--- src/rtl/rxw_pkg.sv ---
package rxw_pkg;
    typedef enum logic [1:0] {
        RX_IDLE  = 2'd0,
        RX_START = 2'd1,
        RX_DATA  = 2'd2,
        RX_STOP  = 2'd3
    } rx_state_e;

    // flag index positions inside the arm vector
    localparam int F_FULL = 3;
    localparam int F_OVR  = 2;
    localparam int F_NSE  = 1;
    localparam int F_FRM  = 0;
endpackage

--- src/rtl/rxw_sync.sv ---
module rxw_sync #(
    parameter int STAGES = 2
) (
    input  logic clk,
    input  logic rst_n,
    input  logic rx_in,
    output logic rx_s,
    output logic fall
);
    typedef struct packed {
        logic [STAGES-1:0] chain;
        logic              prev;
    } sy_t;

    sy_t sy_d, sy_q;

    always_comb begin
        sy_d       = sy_q;
        sy_d.chain = {sy_q.chain[STAGES-2:0], rx_in};
        sy_d.prev  = sy_q.chain[STAGES-1];
    end

    always_ff @(posedge clk or negedge rst_n) begin
        if (!rst_n) sy_q <= '1;
        else        sy_q <= sy_d;
    end

    assign rx_s = sy_q.chain[STAGES-1];
    assign fall = sy_q.prev & ~sy_q.chain[STAGES-1];
endmodule

--- src/rtl/rxw_framer.sv ---
module rxw_framer
    import rxw_pkg::*;
#(
    parameter int OSR = 16,
    parameter int MID = 8,
    parameter int DW  = 9
) (
    input  logic          clk,
    input  logic          rst_n,
    input  logic          tick,
    input  logic          rx,
    input  logic          fall,
    input  logic          nine_bit,
    output logic          done,
    output logic [DW-1:0] frame_data,
    output logic          frame_noisy,
    output logic          frame_bad,
    output logic          msb_pulse,
    output logic          msb_val
);
    localparam int CW = $clog2(OSR);
    localparam int BW = $clog2(DW + 1);
    localparam logic [CW-1:0] S0   = CW'(MID - 1);
    localparam logic [CW-1:0] S1   = CW'(MID);
    localparam logic [CW-1:0] S2   = CW'(MID + 1);
    localparam logic [CW-1:0] LAST = CW'(OSR - 1);

    typedef struct packed {
        rx_state_e     st;
        logic [CW-1:0] cnt;
        logic [1:0]    smp;
        logic [DW-1:0] sh;
        logic [BW-1:0] idx;
        logic          noisy;
        logic          done;
        logic          bad;
        logic          mp;
        logic          mv;
    } fr_t;

    fr_t fr_d, fr_q;
    logic vote, disagree, vote_now;
    logic [BW-1:0] last_idx;

    assign last_idx = nine_bit ? BW'(DW - 1) : BW'(DW - 2);
    assign vote     = (fr_q.smp[0] & fr_q.smp[1]) | (fr_q.smp[0] & rx) | (fr_q.smp[1] & rx);
    assign disagree = !((fr_q.smp[0] == fr_q.smp[1]) && (fr_q.smp[1] == rx));
    assign vote_now = tick && (fr_q.cnt == S2);

    always_comb begin
        fr_d      = fr_q;
        fr_d.done = 1'b0;
        fr_d.mp   = 1'b0;
        if (fr_q.st == RX_IDLE) begin
            if (fall && tick) begin
                fr_d.st    = RX_START;
                fr_d.cnt   = '0;
                fr_d.idx   = '0;
                fr_d.sh    = '0;
                fr_d.noisy = 1'b0;
            end
        end else if (tick) begin
            fr_d.cnt = (fr_q.cnt == LAST) ? '0 : fr_q.cnt + 1'b1;
            if (fr_q.cnt == S0) fr_d.smp[0] = rx;
            if (fr_q.cnt == S1) fr_d.smp[1] = rx;
            if (fr_q.cnt == S2) begin
                case (fr_q.st)
                    RX_START: begin
                        if (vote) fr_d.st = RX_IDLE;
                        else begin
                            fr_d.noisy = disagree;
                            fr_d.st    = RX_DATA;
                        end
                    end
                    RX_DATA: begin
                        fr_d.noisy        = fr_q.noisy | disagree;
                        fr_d.sh[fr_q.idx] = vote;
                        if (fr_q.idx == last_idx) begin
                            fr_d.mp = 1'b1;
                            fr_d.mv = vote;
                            fr_d.st = RX_STOP;
                        end else begin
                            fr_d.idx = fr_q.idx + 1'b1;
                        end
                    end
                    default: begin
                        fr_d.noisy = fr_q.noisy | disagree;
                        fr_d.bad   = ~vote;
                        fr_d.done  = 1'b1;
                        fr_d.st    = RX_IDLE;
                    end
                endcase
            end
        end
    end

    always_ff @(posedge clk or negedge rst_n) begin
        if (!rst_n) begin
            fr_q     <= '0;
            fr_q.st  <= RX_IDLE;
            fr_q.smp <= 2'b11;
        end else begin
            fr_q <= fr_d;
        end
    end

    assign done        = fr_q.done;
    assign frame_data  = fr_q.sh;
    assign frame_noisy = fr_q.noisy;
    assign frame_bad   = fr_q.bad;
    assign msb_pulse   = fr_q.mp;
    assign msb_val     = fr_q.mv;

    AST_FALSE_START_IDLE: assert property (@(posedge clk) disable iff (!rst_n)
        (fr_q.st == RX_START && vote_now && vote) |=> (fr_q.st == RX_IDLE && !fr_q.done));
    AST_DONE_AFTER_STOP: assert property (@(posedge clk) disable iff (!rst_n)
        $rose(fr_q.done) |-> $past(fr_q.st) == RX_STOP);
endmodule

--- src/rtl/rxw_flags.sv ---
module rxw_flags
    import rxw_pkg::*;
#(
    parameter int DW = 9
) (
    input  logic          clk,
    input  logic          rst_n,
    input  logic          done,
    input  logic [DW-1:0] frame_data,
    input  logic          frame_noisy,
    input  logic          frame_bad,
    input  logic          msb_pulse,
    input  logic          msb_val,
    input  logic          set_wake,
    input  logic          rd_status,
    input  logic          rd_data,
    output logic [DW-1:0] rx_data,
    output logic          rx_full,
    output logic          err_overrun,
    output logic          err_noise,
    output logic          err_frame,
    output logic          wake_on
);
    typedef struct packed {
        logic [DW-1:0] data;
        logic          full;
        logic          ovr;
        logic          nse;
        logic          frm;
        logic [3:0]    arm;
        logic          wake;
    } fl_t;

    fl_t fl_d, fl_q;

    always_comb begin
        fl_d = fl_q;
        if (rd_data) begin
            if (fl_q.arm[F_FULL]) fl_d.full = 1'b0;
            if (fl_q.arm[F_OVR])  fl_d.ovr  = 1'b0;
            if (fl_q.arm[F_NSE])  fl_d.nse  = 1'b0;
            if (fl_q.arm[F_FRM])  fl_d.frm  = 1'b0;
            fl_d.arm = '0;
        end
        if (rd_status) fl_d.arm = {fl_q.full, fl_q.ovr, fl_q.nse, fl_q.frm};
        if (set_wake) fl_d.wake = 1'b1;
        if (msb_pulse && msb_val && fl_q.wake) fl_d.wake = 1'b0;
        if (done && !fl_q.wake && !fl_q.frm) begin
            if (fl_d.full) begin
                fl_d.ovr = 1'b1;
            end else begin
                fl_d.data = frame_data;
                fl_d.full = 1'b1;
                fl_d.frm  = frame_bad;
                fl_d.nse  = frame_noisy;
            end
        end
    end

    always_ff @(posedge clk or negedge rst_n) begin
        if (!rst_n) fl_q <= '0;
        else        fl_q <= fl_d;
    end

    assign rx_data     = fl_q.data;
    assign rx_full     = fl_q.full;
    assign err_overrun = fl_q.ovr;
    assign err_noise   = fl_q.nse;
    assign err_frame   = fl_q.frm;
    assign wake_on     = fl_q.wake;

    AST_OVR_KEEPS_DATA: assert property (@(posedge clk) disable iff (!rst_n)
        $rose(fl_q.ovr) |-> $stable(fl_q.data));
    AST_OVR_HIDES_FRM: assert property (@(posedge clk) disable iff (!rst_n)
        $rose(fl_q.ovr) |-> !$rose(fl_q.frm));
    AST_FRM_WITH_FULL: assert property (@(posedge clk) disable iff (!rst_n)
        $rose(fl_q.frm) |-> $rose(fl_q.full));
    AST_NSE_WITH_FULL: assert property (@(posedge clk) disable iff (!rst_n)
        $rose(fl_q.nse) |-> $rose(fl_q.full));
    AST_FRM_BLOCKS: assert property (@(posedge clk) disable iff (!rst_n)
        fl_q.frm |=> $stable(fl_q.data));
    AST_WAKE_QUIET: assert property (@(posedge clk) disable iff (!rst_n)
        fl_q.wake |=> !$rose(fl_q.full));
    AST_LONE_READ: assert property (@(posedge clk) disable iff (!rst_n)
        (rd_data && !rd_status && fl_q.arm == 4'b0 && !done)
            |=> $stable({fl_q.full, fl_q.ovr, fl_q.nse, fl_q.frm}));
endmodule

--- src/rtl/rxw_receiver.sv ---
module rxw_receiver #(
    parameter int OSR = 16,
    parameter int MID = 8,
    parameter int DW  = 9
) (
    input  logic          clk,
    input  logic          rst_n,
    input  logic          os_tick,
    input  logic          rxd,
    input  logic          nine_bit,
    input  logic          set_wake,
    input  logic          rd_status,
    input  logic          rd_data,
    output logic [DW-1:0] rx_data,
    output logic          rx_full,
    output logic          err_overrun,
    output logic          err_noise,
    output logic          err_frame,
    output logic          wake_on
);
    logic          rx_s, fall;
    logic          done, fnoisy, fbad, mpulse, mval;
    logic [DW-1:0] fdata;

    rxw_sync #(.STAGES(2)) u_sync (
        .clk(clk), .rst_n(rst_n), .rx_in(rxd), .rx_s(rx_s), .fall(fall)
    );

    rxw_framer #(.OSR(OSR), .MID(MID), .DW(DW)) u_framer (
        .clk(clk), .rst_n(rst_n), .tick(os_tick), .rx(rx_s), .fall(fall),
        .nine_bit(nine_bit), .done(done), .frame_data(fdata),
        .frame_noisy(fnoisy), .frame_bad(fbad),
        .msb_pulse(mpulse), .msb_val(mval)
    );

    rxw_flags #(.DW(DW)) u_flags (
        .clk(clk), .rst_n(rst_n), .done(done), .frame_data(fdata),
        .frame_noisy(fnoisy), .frame_bad(fbad), .msb_pulse(mpulse),
        .msb_val(mval), .set_wake(set_wake), .rd_status(rd_status),
        .rd_data(rd_data), .rx_data(rx_data), .rx_full(rx_full),
        .err_overrun(err_overrun), .err_noise(err_noise),
        .err_frame(err_frame), .wake_on(wake_on)
    );
endmodule

--- config.mk ---
export PLATFORM = sky130hd
export DESIGN_NAME = rxw_receiver
export DESIGN_NICKNAME = d
export VERILOG_FILES = /design/src/rtl/rxw_pkg.sv /design/src/rtl/rxw_sync.sv /design/src/rtl/rxw_framer.sv /design/src/rtl/rxw_flags.sv /design/src/rtl/rxw_receiver.sv
export SDC_FILE = /design/constraint.sdc
export NUM_CORES = 1
export LEC_CHECK = 0
export ABC_AREA = 1
export BUFFER_PORTS_ARGS = -buffer_cell sky130_fd_sc_hd__buf_2
export CELL_PAD_IN_SITES_DETAIL_PLACEMENT = 0
export CELL_PAD_IN_SITES_GLOBAL_PLACEMENT = 1
export CORE_MARGIN = 2
export CORE_UTILIZATION = 48
export DETAILED_ROUTE_END_ITERATION = 7
export GPL_ROUTABILITY_DRIVEN = 1
export PLACE_DENSITY = 0.92
export SKIP_CTS_REPAIR_TIMING = 1
export SLEW_MARGIN = 10
export SYNTH_ARGS = -nofsm -noshare
export SYNTH_HDL_FRONTEND = slang
export SYNTH_SLANG_ARGS = --single-unit
--- constraint.sdc ---
create_clock -name clk -period 4 [get_ports clk]
set_input_delay 0.2 -clock clk [delete_from_list [all_inputs] [get_ports clk]]
set_output_delay 0.2 -clock clk [all_outputs]
set_load 0.05 [all_outputs]
==> results of run 1 <==
## cells in the final DEF (no fill, tap or decap), types with 2 or more instances in the layout
master and count:
a21oi_1 5, buf_2 21, bufinv_16 2, clkbuf_8 5
clkinv_1 2, dfrtp_1 42, dfstp_2 5, ha_1 14
inv_1 33, inv_2 3, nand2_1 80, nand2_4 2
nand3_1 25, nand4_1 3, nor2_1 19, nor2_4 2
nor3_1 3, o21ai_0 31, o21ai_1 5
## path summary, 6_finish.rpt
kind / start / to / slack, ns / depth (start not counted)
min in group clk: set_wake / u_flags.wake_on$_DFFE_PN0P_ / 0.12 / 3
worst max-delay path: u_framer.fr_q[24]$_DFFE_PN0P_ / u_framer.frame_data[5]$_DFFE_PN0P_ / 2.08 / 7
worst max register to register: u_framer.fr_q[24]$_DFFE_PN0P_ / u_framer.frame_data[5]$_DFFE_PN0P_ / 2.08 / 7
max in group asynchronous: rst_n / u_flags.rx_data[3]$_DFFE_PN0P_ / 3.31 / 1
worst min-delay path: rst_n / u_flags.fl_q[3]$_DFFE_PN0P_ / 0.07 / 1
worst min register to register: u_sync.sy_d[2]$_DFF_PN1_ / u_sync.rx_s$_DFF_PN1_ / 0.36 / 0
## state kept, by name, summed over array words and instances (netlist names), 4 cells and up
register and count:
u_flags.fl_q 4, u_framer.fr_q 12, u_framer.frame_data 9, u_flags.rx_data 9
## worst max-delay path, delay by kind of cell (launching register included)
kind / cells / cell delay (ns)
buffers and inverters: 2 / 0.16
and+or+nand+nor: 3 / 0.72
DFF: 1 / 0.44
adders and majority gates: 1 / 0.28
AOI/OAI and AO/OA: 1 / 0.23
## final cells by class
type / count / area, µm²
Inverter: 39 / 149
Clock inverter: 2 / 60.1
Multi-Input combinational cell: 196 / 1010
Clock buffer: 6 / 72.6
Tap cell: 70 / 87.6
Timing Repair Buffer: 22 / 115
Sequential cell: 47 / 1180
Fill cell: 509 / 2330
## power by group through the flow
stage                     logic [mW]  registers [mW]  clock network (mW)
after CTS                      0.204           0.528               0.420
after floorplan                0.148           0.536                   0
after global routing           0.234           0.531               0.438
final                          0.203           0.528               0.411
after global placement         0.198           0.535                   0
after detailed placement       0.203           0.538                   0
## cell usage after synthesis
library cell and number:
nand2_1 80, dfrtp_1 42, inv_1 33, o21ai_0 31
nand3_1 25, nor2_1 19, ha_1 14, buf_4 10
a21oi_1 5, dfstp_2 5, o21ai_1 5, inv_2 3
nand4_1 3, nor3_1 3, clkbuf_1 2, clkinv_1 2
nand2_4 2, nor2_4 2, buf_12 1, buf_6 1
inv_4 1, nand2_2 1, nand3_2 1, nor2_2 1
o211ai_1 1, o31ai_1 1, or2_2 1, xor2_1 1
## per-layer routing
layer,up-vias,part of all wire (%),GRT usage [%]
met5,-,0,0
li1,961,-,-
met3,5,3.6,3.57
met4,0,1.4,4.68
met2,27,46,29.5
met1,845,49,21.7
## cells by family after synthesis
kind of cell | count (synthesis)
and+or+nand+nor | 138
buffers and inverters | 53
DFF | 47
AOI/OAI and AO/OA | 43
adders and majority gates | 14
xor gates and xnor gates | 1
## stage by stage
step	hold slack [ns]	utilization [%]
after floorplan	-0.0956	-
after global placement	0.305	50.5
after detailed placement	0.306	50.5
after CTS	-0.0166	53.2
after global routing	0.156	53.4
final	0.0658	53.4
==> reports/metrics.cfg, run 1 <==
[synth]
ys_seq_area_share_pct = 48.2
yosysUniqueCellTypes = 28
yosys.area_share.simple_pct = 24.6
yosysWarnings = 0
ys_top_cells_by_area = dfrtp_1 43%, nand2_1 12%, ha_1 7.1%
synth_cells = 296
yosys-mux-area-fraction_pct = 0
synth_xor_area_share_pct = 0.357
synth_top_area_share_pct = 42.8
synth_compound_area_share_pct = 8.98
syn-cell-area_mm2 = 0.00245
synth_largest_area_cell = dfrtp_1
avgSynthCellArea_um2 = 8.29
synthAdderAreaFrac_pct = 7.14
synth_top_family_by_area = simple AND/OR/NAND/NOR gates
synth_nets = 318
ys_seq_elements = 47

[sta]
finalMaxSlewViolations = 0
rsz0062_at_grt = false
hold_viol_final = 0
fin_skew_ns = 0.00673
max_freq_ghz = 0.520
setup_slack_ns = 2.08
period_needed_ns = 1.92
tns_ns = 0
relSlewSlack_pct = 32.4
worst_pin_slew_ns = 1.01
min_period_over_period_pct = 48.0
setup_violations = 0

[power]
finalPower_mw = 1.14
power_leakage_nw = 1.27
switching_share_pct = 28.7
power_frac_clock_pct = 36.0
p_per_area_mw_per_mm2 = 427
seqPwrFrac_pct = 46.3
switchingPower_mw = 0.328
peakVddDrop_mv = 0.193
comb_power_share_pct = 17.8
internal_power_mw = 0.814

[critical_path]
crit_fanout = 11
required_ns = 4.22
slowest_delay_ns = 0.44
path_cells = inv_1, ha_1, nor2_4, inv_4, nor2_4, nand3_2, o21ai_0
cp-end-kind = register
worstSetupPathType = register to register
crit_slowest_cell = dfrtp_1
start_kind = register
critPathMostFrequentCell = nor2_4
arrival_ns = 2.14

[global_route]
antenna_found_initial = 0
track_usage_pct = 17.1
grt_pass1_vias = 1733
grt_max_degree = 48
grt_pass1_wl_um = 7480
grt_overflow = 0

[cells_and_area]
fin_nets = 333
final_cells = 382
area_delta_synth_final_pct = 9.03
final_cell_area_mm2 = 0.00268
antenna_cells = 0
drive_gt1_share_pct = 14.4

[run]
drv_cap = 0

[detailed_routing]
via_per_inst = 4.81
detail_route.wl_per_cell_um = 11.2
ant_nets = 0
first_iter_violations = 92
first_pass_iters = 6
drc_errors = 0
wirelength_um = 4290
vias = 1838

[place]
place.gp.congestion = 0.856
place_area_mm2 = 0.00253
port_buffers = 21
dp_hpwl_um = 3160
pre_cts_ws_ns = 2.09
place_inst = 373

[die]
core_mm2 = 0.00501
fp-row-count = 26
fp.dieW_um = 75.5
num_io_pins = 22
start_util_pct = 49.0
die_area_mm2 = 0.00570
die_h_um = 75.5

[clock_tree]
h-tree-depth = 2
clockBufferDepth = 2
cts_tree = built
cts_num_sinks = 47
numCtsBuffers = 5
clkSlewWorstSetupHoldPaths_ns = 0.09
clock_latency_ns = 0.30
clockRootBuffer = clkbuf_8

[min_path]
hp-class = primary input to async pin

[outcome]
status = completed

(Power assumes the default switching activity.)
==> run 2, diff against run 1 <==
- CORE_UTILIZATION: 48 -> 44
- PLACE_DENSITY: 0.92 -> 0.86
- clock period: 4 -> 1.9 ns (I/O delays scaled with it)
==> run 2 against run 1 <==
Compared with the run above:
- count of clock-buffer cells in the layout unchanged
- sequential cell count unchanged
- core utilization decreased by 3.4 points
- setup slack got worse by 1.9 ns
- the run now ends with hold timing left
- wire length increased by 1.9%
- design area increased by 1.7%
- critical path depth increased by 3
- non-clock buffer count increased by 10
- die area increased by 8.6%
- register-to-register slack got worse by 1.9 ns
- maximum frequency increased by 11%
==> reports/metrics.cfg, run 2 (synthesized netlist as in run 1, its figures left out) <==
[outcome]
status = finished, violations left
violations = hold timing

[global_route]
antenna_found_initial = 0  ; unchanged
grt_max_degree = 37  ; -23%
grt_overflow = 0  ; unchanged
track_usage_pct = 16.0  ; -1.1 points
grt_pass1_vias = 1751  ; +1.0%
grt_pass1_wl_um = 7710  ; +3.1%

[place]
place_area_mm2 = 0.00256  ; +0.99%
place.gp.congestion = 0.819  ; -4.4%
place_inst = 378  ; +1.3%
dp_hpwl_um = 3170  ; +0.45%
port_buffers = 21  ; unchanged

[min_path]
hp-class = primary input to register

[critical_path]
slowest_delay_ns = 0.43  ; about the same
worstSetupPathType = register to register
rrSetupSlack_ns = 0.17  ; -1.91 ns
cp_num_buf_inv = 3  ; +1
path_cells = inv_1, ha_1, nor2_4, inv_4, nor2_4, buf_4, nand2_1, nand3_1, nand2_1, o21ai_0
start_kind = register
required_ns = 2.13  ; -2.09 ns
cp-end-kind = register
crit_slowest_cell = dfrtp_1
cp_top_family = simple AND/OR/NAND/NOR gates
crit_fanout = 6  ; -5
arrival_ns = 1.96  ; -0.18 ns

[sta]
max_freq_ghz = 0.577  ; +11%
setup_violations = 0  ; unchanged
hold_viol_final = 1  ; +1
relSlewSlack_pct = 47.8  ; +15 points
tns_ns = 0  ; unchanged
fin_skew_ns = 0.00577  ; -0.000964 ns
finalMaxSlewViolations = 0  ; unchanged
period_needed_ns = 1.73  ; -0.187 ns
hold_ws_ns = -0.00776  ; -0.0735 ns
worst_pin_slew_ns = 0.783  ; -0.230 ns
min_period_over_period_pct = 91.3  ; +43 points

[cells_and_area]
most-common-layout-cells = 80 x nand2_1, 42 x dfrtp_1, 33 x inv_1
antenna_cells = 0  ; unchanged
fin_nets = 343  ; +3.0%
area_delta_synth_final_pct = 10.9
final_common_cell = nand2_1
drive_gt1_share_pct = 17.1  ; +2.7 points
fill_cells = 550  ; +8.1%
final_cell_area_mm2 = 0.00272  ; +1.7%
top_register = u_framer.fr_q
largest_register_ffs = 12  ; unchanged
final_cells = 394  ; +3.1%

[detailed_routing]
first_pass_iters = 4  ; -2
detail_route.wl_per_cell_um = 11.1  ; -1.2%
wirelength_um = 4380  ; +1.9%
drc_errors = 0  ; unchanged
ant_nets = 0  ; unchanged
first_iter_violations = 123  ; +34%
via_per_inst = 4.67  ; -3.0%
vias = 1839  ; +0.054%

[power]
switching_share_pct = 31.8  ; +3.1 points
p_per_area_mw_per_mm2 = 808  ; +89%
comb_power_share_pct = 20.2  ; +2.4 points
power_frac_clock_pct = 29.4  ; -6.6 points
power_leakage_nw = 1.30  ; +2.5%
switchingPower_mw = 0.700  ; +110%
internal_power_mw = 1.50  ; +84%
finalPower_mw = 2.20  ; +93%
peakVddDrop_mv = 0.412  ; +110%
seqPwrFrac_pct = 50.5  ; +4.2 points

[die]
die_area_mm2 = 0.00619  ; +8.6%
die_h_um = 78.7  ; +4.2%
fp-row-count = 27  ; +3.8%
start_util_pct = 45.1  ; -3.9 points
fp.dieW_um = 78.7  ; +4.2%
core_mm2 = 0.00544  ; +8.6%
num_io_pins = 22  ; unchanged

[clock_tree]
numCtsBuffers = 5  ; unchanged
clockBufferDepth = 2  ; unchanged
clkSlewWorstSetupHoldPaths_ns = 0.09  ; about the same
cts_tree = built
h-tree-depth = 2  ; unchanged
cts_num_sinks = 47  ; unchanged
clock_latency_ns = 0.31  ; about the same
clockRootBuffer = clkbuf_8

[run]
drv_cap = 0  ; unchanged

## run 2: cell types whose count changed in the layout (fill, tap and decap cells not counted)
| cell | delta |
|---|---|
| clkinvlp_4 | +1 |
| clkbuf_1 | -1 |
| clkinv_4 | +1 |
| bufinv_16 | -2 |
| dlygate4sd3_1 | +1 |
| clkbuf_8 | +1 |
| buf_4 | +9 |
## run 2: per-stage QoR
step           util, %  setup WS [ns]
6_report          50.0          0.165
3_3_place_gp      47.0          0.147
2_1_floorplan        -          0.331
5_1_grt           50.0      -0.000238
4_1_cts           48.8       -0.00612
3_5_place_dp      47.0         0.0252
## run 2: worst paths after layout
check	to	cells past startpoint	from
max	u_framer.frame_data[1]$_DFFE_PN0P_	10	u_framer.fr_q[24]$_DFFE_PN0P_
min	u_flags.wake_on$_DFFE_PN0P_	3	set_wake
max reg2reg	u_framer.frame_data[1]$_DFFE_PN0P_	10	u_framer.fr_q[24]$_DFFE_PN0P_
min reg2reg	u_sync.rx_s$_DFF_PN1_	0	u_sync.sy_d[2]$_DFF_PN1_
max in group asynchronous	u_flags.rx_data[5]$_DFFE_PN0P_	3	rst_n
min in group asynchronous	u_flags.fl_q[3]$_DFFE_PN0P_	2	rst_n
## run 2: cell type report
| type | instances | area, µm² | share of cell area (%) |
|---|---|---|---|
| tap | 72 | 90.1 | 3.31 |
| inverter | 39 | 149 | 5.47 |
| clock buffer | 6 | 82.6 | 3.03 |
| clock inverter | 2 | 16.3 | 0.598 |
| sequential | 47 | 1180 | 43.4 |
| timing repair buffer | 32 | 193 | 7.08 |
| multi-input combinational | 196 | 1010 | 37.1 |
## run 2: power by group through the flow
stage | combinational [mW] | clock (mW) | sequential, mW
floorplan | 0.312 | 0 | 1.13
global placement | 0.425 | 0 | 1.13
detailed placement | 0.425 | 0 | 1.13
CTS | 0.426 | 0.672 | 1.11
global route | 0.512 | 0.718 | 1.12
finish | 0.444 | 0.646 | 1.11
## run 2: worst min-delay path: cells and delay by family
| kind | cells | cell delay, ns |
|---|---|---|
| AOI/OAI and AO/OA | 1 | 0.06 |
| buffers and inverters | 2 | 0.12 |
## run 2: routing by layer
metal / wire (µm) / vias to the layer above / track usage, %
li1: - / 974 / -
met1: 2160 / 829 / 20.6
met2: 1990 / 30 / 25.7
met3: 150 / 6 / 2.87
met4: 66 / 0 / 8.25
met5: 0 / - / 0
==> run 3, diff against run 2 <==
- PLACE_DENSITY: 0.86 -> 0.82
==> run 3 against run 2 <==
Compared with the run above:
- the flow now finishes without violations
- global-route usage is 0.97 points lower
- wire length is 1.2% lower
- count of clock-buffer cells in the layout is the same
- worst hold slack better by 0.034 ns
- design area increased by 1.2%
- core utilization grew 0.60 points
- clock power increased by 32%
- total power up 9.4%
- critical path depth shrank 1
- via count rose by 1.3%
- largest cell class unchanged
==> reports/metrics.cfg, run 3 (synthesized netlist as in run 1, its figures left out) <==
[power]
peakVddDrop_mv = 0.327  ; -21%
power_leakage_nw = 1.31  ; +0.67%
p_per_area_mw_per_mm2 = 874  ; +8.1%

[sta]
setup_slack_ns = 0.172  ; +0.00632 ns
fin_skew_ns = 0.00460  ; -0.00117 ns
min_period_over_period_pct = 91.0  ; -0.33 points
finalMaxSlewViolations = 0  ; unchanged
period_needed_ns = 1.73  ; -0.00632 ns
rsz0062_at_grt = false
hold_ws_ns = 0.0265  ; +0.0343 ns
worst_pin_slew_ns = 0.262  ; -0.522 ns
max_freq_ghz = 0.579  ; +0.37%
relSlewSlack_pct = 82.5  ; +35 points
setup_violations = 0  ; unchanged
hold_viol_final = 0  ; -1

[cells_and_area]
fill_cells = 531  ; -3.5%
area_delta_synth_final_pct = 12.2
most-common-layout-cells = 80 x nand2_1, 42 x dfrtp_1, 33 x inv_1
drive_gt1_share_pct = 16.0  ; -1.1 points
fin_nets = 340  ; -0.87%
top_register = u_framer.fr_q
final_cell_area_mm2 = 0.00275  ; +1.2%
final_common_cell = nand2_1
antenna_cells = 0  ; unchanged
largest_register_ffs = 12  ; unchanged

[detailed_routing]
ant_nets = 0  ; unchanged
first_pass_iters = 4  ; unchanged
first_iter_violations = 109  ; -11%
via_per_inst = 4.76  ; +2.0%
drc_errors = 0  ; unchanged
detail_route.wl_per_cell_um = 11.1  ; -0.48%
vias = 1862  ; +1.3%
wirelength_um = 4320  ; -1.2%

[die]
fp-row-count = 27  ; unchanged
fp.dieW_um = 78.7  ; unchanged
die_h_um = 78.7  ; unchanged
num_io_pins = 22  ; unchanged
die_area_mm2 = 0.00619  ; unchanged
start_util_pct = 45.1  ; unchanged
core_mm2 = 0.00544  ; unchanged

[outcome]
status = completed

[place]
port_buffers = 21  ; unchanged
place.gp.congestion = 0.846  ; +3.3%
dp_hpwl_um = 3140  ; -0.94%
pre_cts_ws_ns = 0.0150  ; -0.0102 ns
place_area_mm2 = 0.00256  ; +0.20%

[global_route]
grt_pass1_wl_um = 7470  ; -3.2%
grt_max_degree = 48  ; +30%
antenna_found_initial = 0  ; unchanged
grt_overflow = 0  ; unchanged
track_usage_pct = 15.0  ; -0.97 points
grt_pass1_vias = 1652  ; -5.7%

[clock_tree]
clockBufferDepth = 2  ; unchanged
numCtsBuffers = 5  ; unchanged
clockRootBuffer = clkbuf_8
h-tree-depth = 2  ; unchanged
cts_tree = built
clock_latency_ns = 0.29  ; -0.02 ns
cts_num_sinks = 47  ; unchanged
clkSlewWorstSetupHoldPaths_ns = 0.09  ; about the same

[run]
drv_cap = 0  ; unchanged

[min_path]
hp-class = primary input to register
hold_path_depth = 3  ; unchanged

[critical_path]
cp-end-kind = register
worst_r2r_path_depth = 9  ; -1
required_ns = 2.08  ; -0.05 ns
crit_fanout = 16  ; +10
start_kind = register
arrival_ns = 1.91  ; -0.05 ns
worstSetupPathType = register to register

run 3: final timing paths:
kind                                               start                                 end  slack (ns)
setup reg to reg           u_framer.fr_q[24]$_DFFE_PN0P_  u_framer.frame_data[7]$_DFFE_PN0P_        0.17
max in group asynchronous                          rst_n            u_sync.sy_d[2]$_DFF_PN1_        1.33
hold / removal                                  set_wake         u_flags.wake_on$_DFFE_PN0P_        0.03
setup / recovery           u_framer.fr_q[24]$_DFFE_PN0P_  u_framer.frame_data[7]$_DFFE_PN0P_        0.17
hold reg to reg                 u_sync.sy_d[2]$_DFF_PN1_               u_sync.rx_s$_DFF_PN1_        0.36
min in group asynchronous                          rst_n         u_flags.fl_q[3]$_DFFE_PN0P_        0.30
run 3: worst max-delay path, cell delays in order (launching register included):
cell and delay (ns):
dfrtp_1 0.42, inv_1 0.08, ha_1 0.28, nor2_4 0.16
buf_4 0.17, nand2_4 0.10, nand2_8 0.14, nand2_1 0.09
o21ai_1 0.12, nand2_1 0.06
run 3: report_power, final:
| group | switching (mW) | internal (mW) |
|---|---|---|
| logic | 0.304 | 0.143 |
| clock network | 0.326 | 0.526 |
| registers | 0.0503 | 1.06 |
| total | 0.680 | 1.73 |
run 3: layer usage:
layer | up-vias | routed length, µm | track usage [%]
li1 | 979 | - | -
met1 | 850 | 2160 | 20.4
met2 | 27 | 1980 | 24.4
met3 | 6 | 138 | 3.10
met4 | 0 | 46 | 4.21
met5 | - | 0 | 0
run 3: final cells by class:
class	instances	area (µm²)	share of cell area (%)
clock inverters	2	60.1	2.18
well taps	72	90.1	3.27
flip-flops and latches	47	1180	42.9
clock buffers	6	72.6	2.64
repair buffers	29	183	6.63
inverters	39	149	5.41
multi-input cells	196	1020	36.9
run 3: stage by stage:
step	power [mW]	util (%)	cells	TNS, ns
2_1_floorplan	1.44	-	296	0
3_3_place_gp	1.56	47.1	377	0
3_5_place_dp	1.56	47.1	377	0
4_1_cts	2.43	49.6	385	-0.00743
5_1_grt	2.55	50.6	391	0
6_report	2.41	50.6	391	0
